File: src/rtl/ldpc_rot_pkg.sv
package ldpc_rot_pkg;

    typedef enum logic [1:0] {
        ST_IDLE   = 2'd0,
        ST_DECODE = 2'd1,
        ST_DONE   = 2'd2
    } dec_state_e;

    // circulant shift seen at wiring position pos, -1 for an empty submatrix
    function automatic int col_shift(input int pos, input int zs);
        if ((pos % 4) == 2) return -1;
        return (3 * pos + 1) % zs;
    endfunction

    // number of populated positions below 'upto' = edge index of that position
    function automatic int edge_count(input int upto, input int zs);
        int c;
        c = 0;
        for (int q = 0; q < upto; q++)
            if (col_shift(q, zs) >= 0) c++;
        return c;
    endfunction

    function automatic int edge_pos(input int e, input int ups, input int zs);
        for (int p = 0; p < ups; p++)
            if (col_shift(p, zs) >= 0 && edge_count(p, zs) == e) return p;
        return 0;
    endfunction

    function automatic int sat_val(input int v, input int w);
        int lim;
        lim = (1 << (w - 1)) - 1;
        if (v > lim) return lim;
        if (v < -lim) return -lim;
        return v;
    endfunction

endpackage

File: src/rtl/ldpc_rot_ctrl.sv
module ldpc_rot_ctrl
    import ldpc_rot_pkg::*;
#(
    parameter int Y   = 4,
    parameter int ITW = 4,
    parameter int LYW = 2
) (
    input  logic           clk,
    input  logic           rst_n,
    input  logic           start_i,
    input  logic [ITW-1:0] max_iter_i,
    output logic           load_o,
    output logic           step_o,
    output logic [LYW-1:0] layer_o,
    output logic           iter_end_o,
    output logic           busy_o,
    output logic           done_o
);
    localparam logic [LYW-1:0] LAST_LAYER = LYW'(Y - 1);

    dec_state_e     state_q, state_d;
    logic [LYW-1:0] layer_q;
    logic [ITW-1:0] iter_q, lim_q;
    logic           accept, last_layer, last_iter;

    assign accept     = start_i && (state_q != ST_DECODE);
    assign last_layer = (layer_q == LAST_LAYER);
    assign last_iter  = (iter_q == lim_q - 1'b1);

    always_comb begin
        state_d = state_q;
        unique case (state_q)
            ST_IDLE:   if (start_i) state_d = ST_DECODE;
            ST_DECODE: if (last_layer && last_iter) state_d = ST_DONE;
            ST_DONE:   state_d = start_i ? ST_DECODE : ST_IDLE;
            default:   state_d = ST_IDLE;
        endcase
    end

    always_ff @(posedge clk) begin
        if (!rst_n) begin
            state_q <= ST_IDLE;
            layer_q <= '0;
            iter_q  <= '0;
            lim_q   <= ITW'(1);
        end else begin
            state_q <= state_d;
            if (accept) begin
                layer_q <= '0;
                iter_q  <= '0;
                lim_q   <= (max_iter_i == '0) ? ITW'(1) : max_iter_i;
            end else if (state_q == ST_DECODE) begin
                if (last_layer) begin
                    layer_q <= '0;
                    iter_q  <= iter_q + 1'b1;
                end else begin
                    layer_q <= layer_q + 1'b1;
                end
            end
        end
    end

    always_comb begin
        busy_o     = (state_q == ST_DECODE);
        step_o     = (state_q == ST_DECODE);
        load_o     = accept;
        layer_o    = layer_q;
        iter_end_o = (state_q == ST_DECODE) && last_layer;
        done_o     = (state_q == ST_DONE);
    end

    assert_done_pulse_R3: assert property (@(posedge clk) disable iff (!rst_n)
        done_o |=> !done_o);
    assert_layer_walk_R3: assert property (@(posedge clk) disable iff (!rst_n)
        (busy_o && !last_layer) |=> (busy_o && layer_q == $past(layer_q) + 1'b1));
    assert_done_after_last_R3: assert property (@(posedge clk) disable iff (!rst_n)
        $rose(done_o) |-> $past(iter_end_o));
    assert_start_takes_R2: assert property (@(posedge clk) disable iff (!rst_n)
        (start_i && !busy_o) |=> (busy_o && layer_q == '0));

endmodule

File: src/rtl/ldpc_rot_cnu.sv
module ldpc_rot_cnu
    import ldpc_rot_pkg::*;
#(
    parameter int D   = 3,
    parameter int Y   = 4,
    parameter int LW  = 6,
    parameter int RW  = 5,
    parameter int LYW = 2
) (
    input  logic                 clk,
    input  logic                 rst_n,
    input  logic                 clr_i,
    input  logic                 step_i,
    input  logic [LYW-1:0]       layer_i,
    input  logic signed [LW-1:0] l_in  [D],
    output logic signed [LW-1:0] l_out [D]
);
    localparam int MW   = LW - 1;
    localparam int RMAX = (1 << (RW - 1)) - 1;

    logic signed [RW-1:0] r_q   [Y][D];
    logic signed [RW-1:0] r_new [D];
    logic signed [LW-1:0] q_v   [D];
    logic [MW-1:0]        mag   [D];
    logic                 sgn   [D];

    always_comb begin
        int  min1, min2, idx, m, sc;
        logic par;
        min1 = (1 << MW) - 1;
        min2 = (1 << MW) - 1;
        idx  = 0;
        par  = 1'b0;
        for (int e = 0; e < D; e++) begin
            q_v[e] = LW'(sat_val(int'(l_in[e]) - int'(r_q[layer_i][e]), LW));
            sgn[e] = q_v[e][LW-1];
            mag[e] = sgn[e] ? MW'(-q_v[e]) : MW'(q_v[e]);
            if (int'(mag[e]) < min1) begin
                min2 = min1;
                min1 = int'(mag[e]);
                idx  = e;
            end else if (int'(mag[e]) < min2) begin
                min2 = int'(mag[e]);
            end
            par = par ^ sgn[e];
        end
        for (int e = 0; e < D; e++) begin
            m  = (idx == e) ? min2 : min1;
            sc = m - (m >> 2);
            if (sc > RMAX) sc = RMAX;
            r_new[e] = RW'((par ^ sgn[e]) ? -sc : sc);
            l_out[e] = LW'(sat_val(int'(q_v[e]) + int'(r_new[e]), LW));
        end
    end

    always_ff @(posedge clk) begin
        if (!rst_n || clr_i) begin
            for (int y = 0; y < Y; y++)
                for (int e = 0; e < D; e++)
                    r_q[y][e] <= '0;
        end else if (step_i) begin
            for (int e = 0; e < D; e++)
                r_q[layer_i][e] <= r_new[e];
        end
    end

    for (genvar y = 0; y < Y; y++) begin : g_chk_y
        for (genvar e = 0; e < D; e++) begin : g_chk_e
            assert_msg_range_R5: assert property (@(posedge clk) disable iff (!rst_n)
                r_q[y][e] != {1'b1, {(RW-1){1'b0}}});
            assert_msg_hold_R6: assert property (@(posedge clk) disable iff (!rst_n)
                (!step_i && !clr_i) |=> $stable(r_q[y][e]));
            assert_msg_clear_R2: assert property (@(posedge clk) disable iff (!rst_n)
                clr_i |=> (r_q[y][e] == '0));
        end
    end

endmodule

File: src/rtl/ldpc_rot_vnb.sv
module ldpc_rot_vnb
    import ldpc_rot_pkg::*;
#(
    parameter int U  = 4,
    parameter int Z  = 4,
    parameter int D  = 3,
    parameter int LW = 6
) (
    input  logic                   clk,
    input  logic                   rst_n,
    input  logic                   load_i,
    input  logic [U*Z*LW-1:0]      llr_i,
    input  logic                   step_i,
    input  logic                   iter_end_i,
    input  logic signed [LW-1:0]   e_out [Z][D],
    output logic signed [LW-1:0]   col_l [U*Z],
    output logic [U*Z-1:0]         hard_o
);
    localparam int N = U * Z;

    logic signed [LW-1:0] l_q [N];
    logic signed [LW-1:0] upd [N];
    logic signed [LW-1:0] nxt [N];
    logic [N-1:0]         hard_q;

    for (genvar j = 0; j < N; j++) begin : g_col
        localparam int P = j / Z;
        localparam int C = j % Z;
        localparam int S = col_shift(P, Z);
        if (S >= 0) begin : g_wired
            localparam int R = (C - S + Z) % Z;
            localparam int E = edge_count(P, Z);
            assign upd[j] = e_out[R][E];
        end else begin : g_open
            assign upd[j] = l_q[j];
        end
        assign nxt[j]   = upd[(j + N - Z) % N];
        assign col_l[j] = l_q[j];
    end

    always_ff @(posedge clk) begin
        if (!rst_n) begin
            for (int j = 0; j < N; j++) l_q[j] <= '0;
            hard_q <= '0;
        end else if (load_i) begin
            for (int j = 0; j < N; j++) l_q[j] <= llr_i[j*LW +: LW];
        end else if (step_i) begin
            for (int j = 0; j < N; j++) l_q[j] <= nxt[j];
            if (iter_end_i)
                for (int j = 0; j < N; j++) hard_q[j] <= nxt[j][LW-1];
        end
    end

    assign hard_o = hard_q;

    assert_hard_hold_R8: assert property (@(posedge clk) disable iff (!rst_n)
        !iter_end_i |=> $stable(hard_q));

    for (genvar p = 0; p < U; p++) begin : g_zero_grp
        if (col_shift(p, Z) < 0) begin : g_chk
            assert_zero_group_R7: assert property (@(posedge clk) disable iff (!rst_n)
                (step_i && !load_i) |=> (l_q[((p + 1) % U) * Z] == $past(l_q[p * Z])));
        end
    end

endmodule

File: src/rtl/ldpc_rot_dec.sv
module ldpc_rot_dec
    import ldpc_rot_pkg::*;
#(
    parameter int U   = 4,
    parameter int Z   = 4,
    parameter int LW  = 6,
    parameter int RW  = 5,
    parameter int ITW = 4
) (
    input  logic                clk,
    input  logic                rst_n,
    input  logic                start_i,
    input  logic [ITW-1:0]      max_iter_i,
    input  logic [U*Z*LW-1:0]   llr_i,
    output logic [U*Z-1:0]      hard_o,
    output logic                busy_o,
    output logic                done_o
);
    localparam int N   = U * Z;
    localparam int Y   = U;
    localparam int D   = edge_count(U, Z);
    localparam int LYW = (Y > 1) ? $clog2(Y) : 1;

    logic           load, step, iter_end;
    logic [LYW-1:0] layer;

    logic signed [LW-1:0] col_l [N];
    logic signed [LW-1:0] e_in  [Z][D];
    logic signed [LW-1:0] e_out [Z][D];

    ldpc_rot_ctrl #(.Y(Y), .ITW(ITW), .LYW(LYW)) u_ctrl (
        .clk        (clk),
        .rst_n      (rst_n),
        .start_i    (start_i),
        .max_iter_i (max_iter_i),
        .load_o     (load),
        .step_o     (step),
        .layer_o    (layer),
        .iter_end_o (iter_end),
        .busy_o     (busy_o),
        .done_o     (done_o)
    );

    for (genvar r = 0; r < Z; r++) begin : g_row
        for (genvar e = 0; e < D; e++) begin : g_edge
            localparam int P   = edge_pos(e, U, Z);
            localparam int S   = col_shift(P, Z);
            localparam int COL = P * Z + (r + S) % Z;
            assign e_in[r][e] = col_l[COL];
        end
        ldpc_rot_cnu #(.D(D), .Y(Y), .LW(LW), .RW(RW), .LYW(LYW)) u_cnu (
            .clk     (clk),
            .rst_n   (rst_n),
            .clr_i   (load),
            .step_i  (step),
            .layer_i (layer),
            .l_in    (e_in[r]),
            .l_out   (e_out[r])
        );
    end

    ldpc_rot_vnb #(.U(U), .Z(Z), .D(D), .LW(LW)) u_vnb (
        .clk        (clk),
        .rst_n      (rst_n),
        .load_i     (load),
        .llr_i      (llr_i),
        .step_i     (step),
        .iter_end_i (iter_end),
        .e_out      (e_out),
        .col_l      (col_l),
        .hard_o     (hard_o)
    );

    assert_idle_quiet_R1: assert property (@(posedge clk) disable iff (!rst_n)
        !(busy_o && done_o));

endmodule

File: config.mk
export PLATFORM = sky130hd
export DESIGN_NAME = ldpc_rot_dec
export DESIGN_NICKNAME = d
export VERILOG_FILES = /design/src/rtl/ldpc_rot_pkg.sv /design/src/rtl/ldpc_rot_ctrl.sv /design/src/rtl/ldpc_rot_cnu.sv /design/src/rtl/ldpc_rot_vnb.sv /design/src/rtl/ldpc_rot_dec.sv
export SDC_FILE = /design/constraint.sdc
export NUM_CORES = 1
export LEC_CHECK = 0
export BUFFER_PORTS_ARGS = -buffer_cell sky130_fd_sc_hd__buf_2
export CAP_MARGIN = 20
export CORE_MARGIN = 2
export CORE_UTILIZATION = 43
export CTS_CLUSTER_DIAMETER = 100
export CTS_CLUSTER_SIZE = 24
export DETAILED_ROUTE_END_ITERATION = 10
export GPL_TIMING_DRIVEN = 1
export PLACE_DENSITY_LB_ADDON = 0.25
export SKIP_LAST_GASP = 1
export SYNTH_ARGS = -nofsm -noshare
export SYNTH_HDL_FRONTEND = slang
export SYNTH_SLANG_ARGS = --single-unit
File: constraint.sdc
create_clock -name clk -period 14.5 [get_ports clk]
set_input_delay 0.725 -clock clk [delete_from_list [all_inputs] [get_ports clk]]
set_output_delay 0.725 -clock clk [all_outputs]
set_load 0.005 [all_outputs]
==> flow_metrics.py <==
metrics = {
    "synthesis": {
        "syn_inst": 3246,
        "yosysSeqAreaShare_pct": 35.21,
        "synth_edf_count": 336,
        "avgSynthCellArea_um2": 9.352,
        "yosysWarningCount": 0,
        "yosys.area.top_type": "edfxtp_1",
        "synth_nets": 3658,
        "yosys-top-cells-area": "edfxtp_1, ha_1, nor2_1, mux4_2, inv_1",
        "yosys_most_used_dff": "edfxtp_1",
        "async_flop_share_pct": 0,
        "syn_area_um2": 30360,
        "netlist.area_leader.share_pct": 33.24,
        "yosys_register_bits": 366,
        "synthDistinctLibCells": 101,
    },
    "setup_path": {
        "critPathMaxFanout": 20,
        "critPathMostFrequentCell": "ha_1",
        "cp-end-kind": "flop",
        "path_class": "reg2reg",
        "start_kind": "flop",
        "r2r_slack_ns": 1.05,
        "cp_slowest_cell": "dfxtp_4",
        "r2r_cells": 46,
        "critPathArrivalTime_ns": 13.83,
        "rr_endpoint": "u_vnb.l_q[0][28]",
        "worst_ep_required_time_ns": 14.88,
        "slowest_delay_ns": 0.63,
    },
    "floorplanning": {
        "fp.dieArea_um2": 72740,
        "start_util_pct": 43.43,
        "core.rowCount": 97,
        "dieHeight_um": 269.7,
        "coreArea_um2": 69910,
        "die_x_um": 269.7,
        "ios": 121,
    },
    "sta": {
        "tightest_slew_ns": 1.145,
        "fmax_mhz": 74.34,
        "rsz0062_at_grt": "no",
        "finalCritPeriodShare_pct": 92.77,
        "hold_viol_final": 0,
        "slew_headroom_pct": 23.68,
        "final.min_clock_period_ns": 13.45,
        "fin_skew_ns": 0.03728,
        "slew_viol_final": 0,
        "fin_tns_setup_ns": 0,
        "setup_viol": 0,
    },
    "hold_path": {
        "hold_end": "u_ctrl.lim_q[2]",
        "hold_path_depth": 2,
        "hp-start": "max_iter_i[2]",
        "hold_class": "in2reg",
    },
    "drt": {
        "routed_via_density": 5.726,
        "detail-route-antenna-nets": 0,
        "routed_wl_mm": 87.81,
        "remaining_drc_errors": 0,
        "vias": 24412,
        "wl_per_cell_um": 20.60,
        "drtPass1Iterations": 6,
        "drt_iter0_markers": 2347,
    },
    "grt": {
        "grt_util_met1_pct": 33.99,
        "use_met2_pct": 38.21,
        "grt_overflow": 0,
        "antenna_found_initial": 2,
        "grt_pass1_vias": 23561,
        "grt_pass1_wl_mm": 136.6,
        "grt_max_degree": 67,
        "grt_usage_pct": 23.74,
        "use_met3_pct": 3.527,
        "top_usage_layer": "met2",
    },
    "clock_network": {
        "clkTransAtPathRegs_ns": 0.10,
        "hold_buffers": 0,
        "cts_setup_buffers": 0,
        "insertion_delay_ns": 0.61,
        "cts_tree": "done",
        "cts-buffers-inserted": 23,
        "root_buffer": "clkbuf_16",
        "clock-sinks": 366,
        "cts_buffer_depth": 3,
        "htreeDepth": 1,
        "cts_resized": 0,
    },
    "place": {
        "place.gp.congestion": 0.9347,
        "port_buffers": 120,
        "dp_hpwl_mm": 64.61,
    },
    "flow_run": {
        "drv_cap": 0,
    },
    "finish": {
        "num-fill-cells": 6677,
        "most-common-layout-cells": "nor2_1, edfxtp_1, inv_1",
        "diodes": 0,
        "drive_above_1_share_pct": 9.931,
        "fin_nets": 3719,
        "flow.area_growth_from_synthesis_pct": 8.033,
        "layout_commonest_cell": "nor2_1",
    },
    "outcome": {
        "status": "finished, final reports clean",
    },
}
-- registers in the layout (all words and copies together) (netlist names), named ones only --
register and count:
u_ctrl.iter_q 4, g_row.u_cnu.r_q 240, u_ctrl.state_q 2, u_ctrl.lim_q 4, u_vnb.hard_o 16, u_ctrl.layer_o 2
u_vnb.l_q 96
-- metal layers --
metal / routed length [µm] / up-vias
met5: 0 / -
met4: 1569 / 0
met3: 6896 / 91
met2: 39370 / 811
met1: 39970 / 11657
li1: - / 11853
-- worst max-delay path by stage --
stage	slack (ns)	endpoint
floorplan	2.59	u_vnb.l_q[0][61]
global placement	1.13	u_vnb.l_q[0][55]
detailed placement	1.05	u_vnb.l_q[0][55]
CTS	1.03	u_vnb.l_q[0][55]
global route	0.01	u_vnb.l_q[0][55]
finish	1.05	u_vnb.l_q[0][28]
-- cells in the mapped netlist, types with 37 or more instances --
cell type  number
a31oi_1        44
maj3_1         37
a21oi_1       180
ha_1          273
nor2b_1        74
inv_1         300
xor2_1         63
nor3_1         59
edfxtp_1      336
o21ai_0       146
a21o_1         51
nor2_1        432
mux4_2         60
xnor2_1        88
nand2b_1       49
mux2i_1        43
clkbuf_1       89
nand2_1       253
-- worst max-delay path: cells and delay by family, from the launching register on --
kind / cells / cell delay, ns
simple gates: 11 / 2.18
buf+inv: 5 / 1.25
compound gates: 17 / 4.87
flops: 1 / 0.63
xor+xnor: 2 / 0.64
fa+ha+maj: 9 / 2.57
mux: 2 / 1.05
-- area by class of cell --
| class | count | area [µm²] | share of cell area, % |
|---|---|---|---|
| inverters | 306 | 1161 | 3.540 |
| clock buffers | 30 | 621.8 | 1.896 |
| well taps | 940 | 1176 | 3.586 |
| repair buffers | 150 | 869.6 | 2.651 |
| flip-flops and latches | 366 | 10700 | 32.61 |
| clock inverters | 11 | 158.9 | 0.4845 |
| multi-input cells | 2460 | 18110 | 55.23 |
-- cell families after synthesis --
kind of cell               share of synthesized area, %
and+or+nand+nor                                   15.85
AOI/OAI and AO/OA                                 17.95
xor gates and xnor gates                          4.410
muxes                                             6.376
adders and majority gates                         14.88
buffers and inverters                             5.317
DFF                                               35.21
-- through the flow --
stage | utilization (%) | hold WS (ns) | worst slack, ns | cells | instance area, µm²
final | 46.91 | 0.3650 | 1.048 | 4263 | 32800
after global routing | 46.91 | 0.3514 | 0.01031 | 4263 | 32800
after CTS | 46.82 | 0.3414 | 1.026 | 4261 | 32730
after detailed placement | 45.70 | 0.4588 | 1.046 | 4220 | 31950
after global placement | 45.70 | 0.4562 | 1.133 | 4220 | 31950
after floorplan | - | 0.4600 | 2.585 | 3246 | 30360
Power is left out: the tool's default activity adds up to more than one toggle a clock period on the data nets, which glitch-free logic cannot reach.
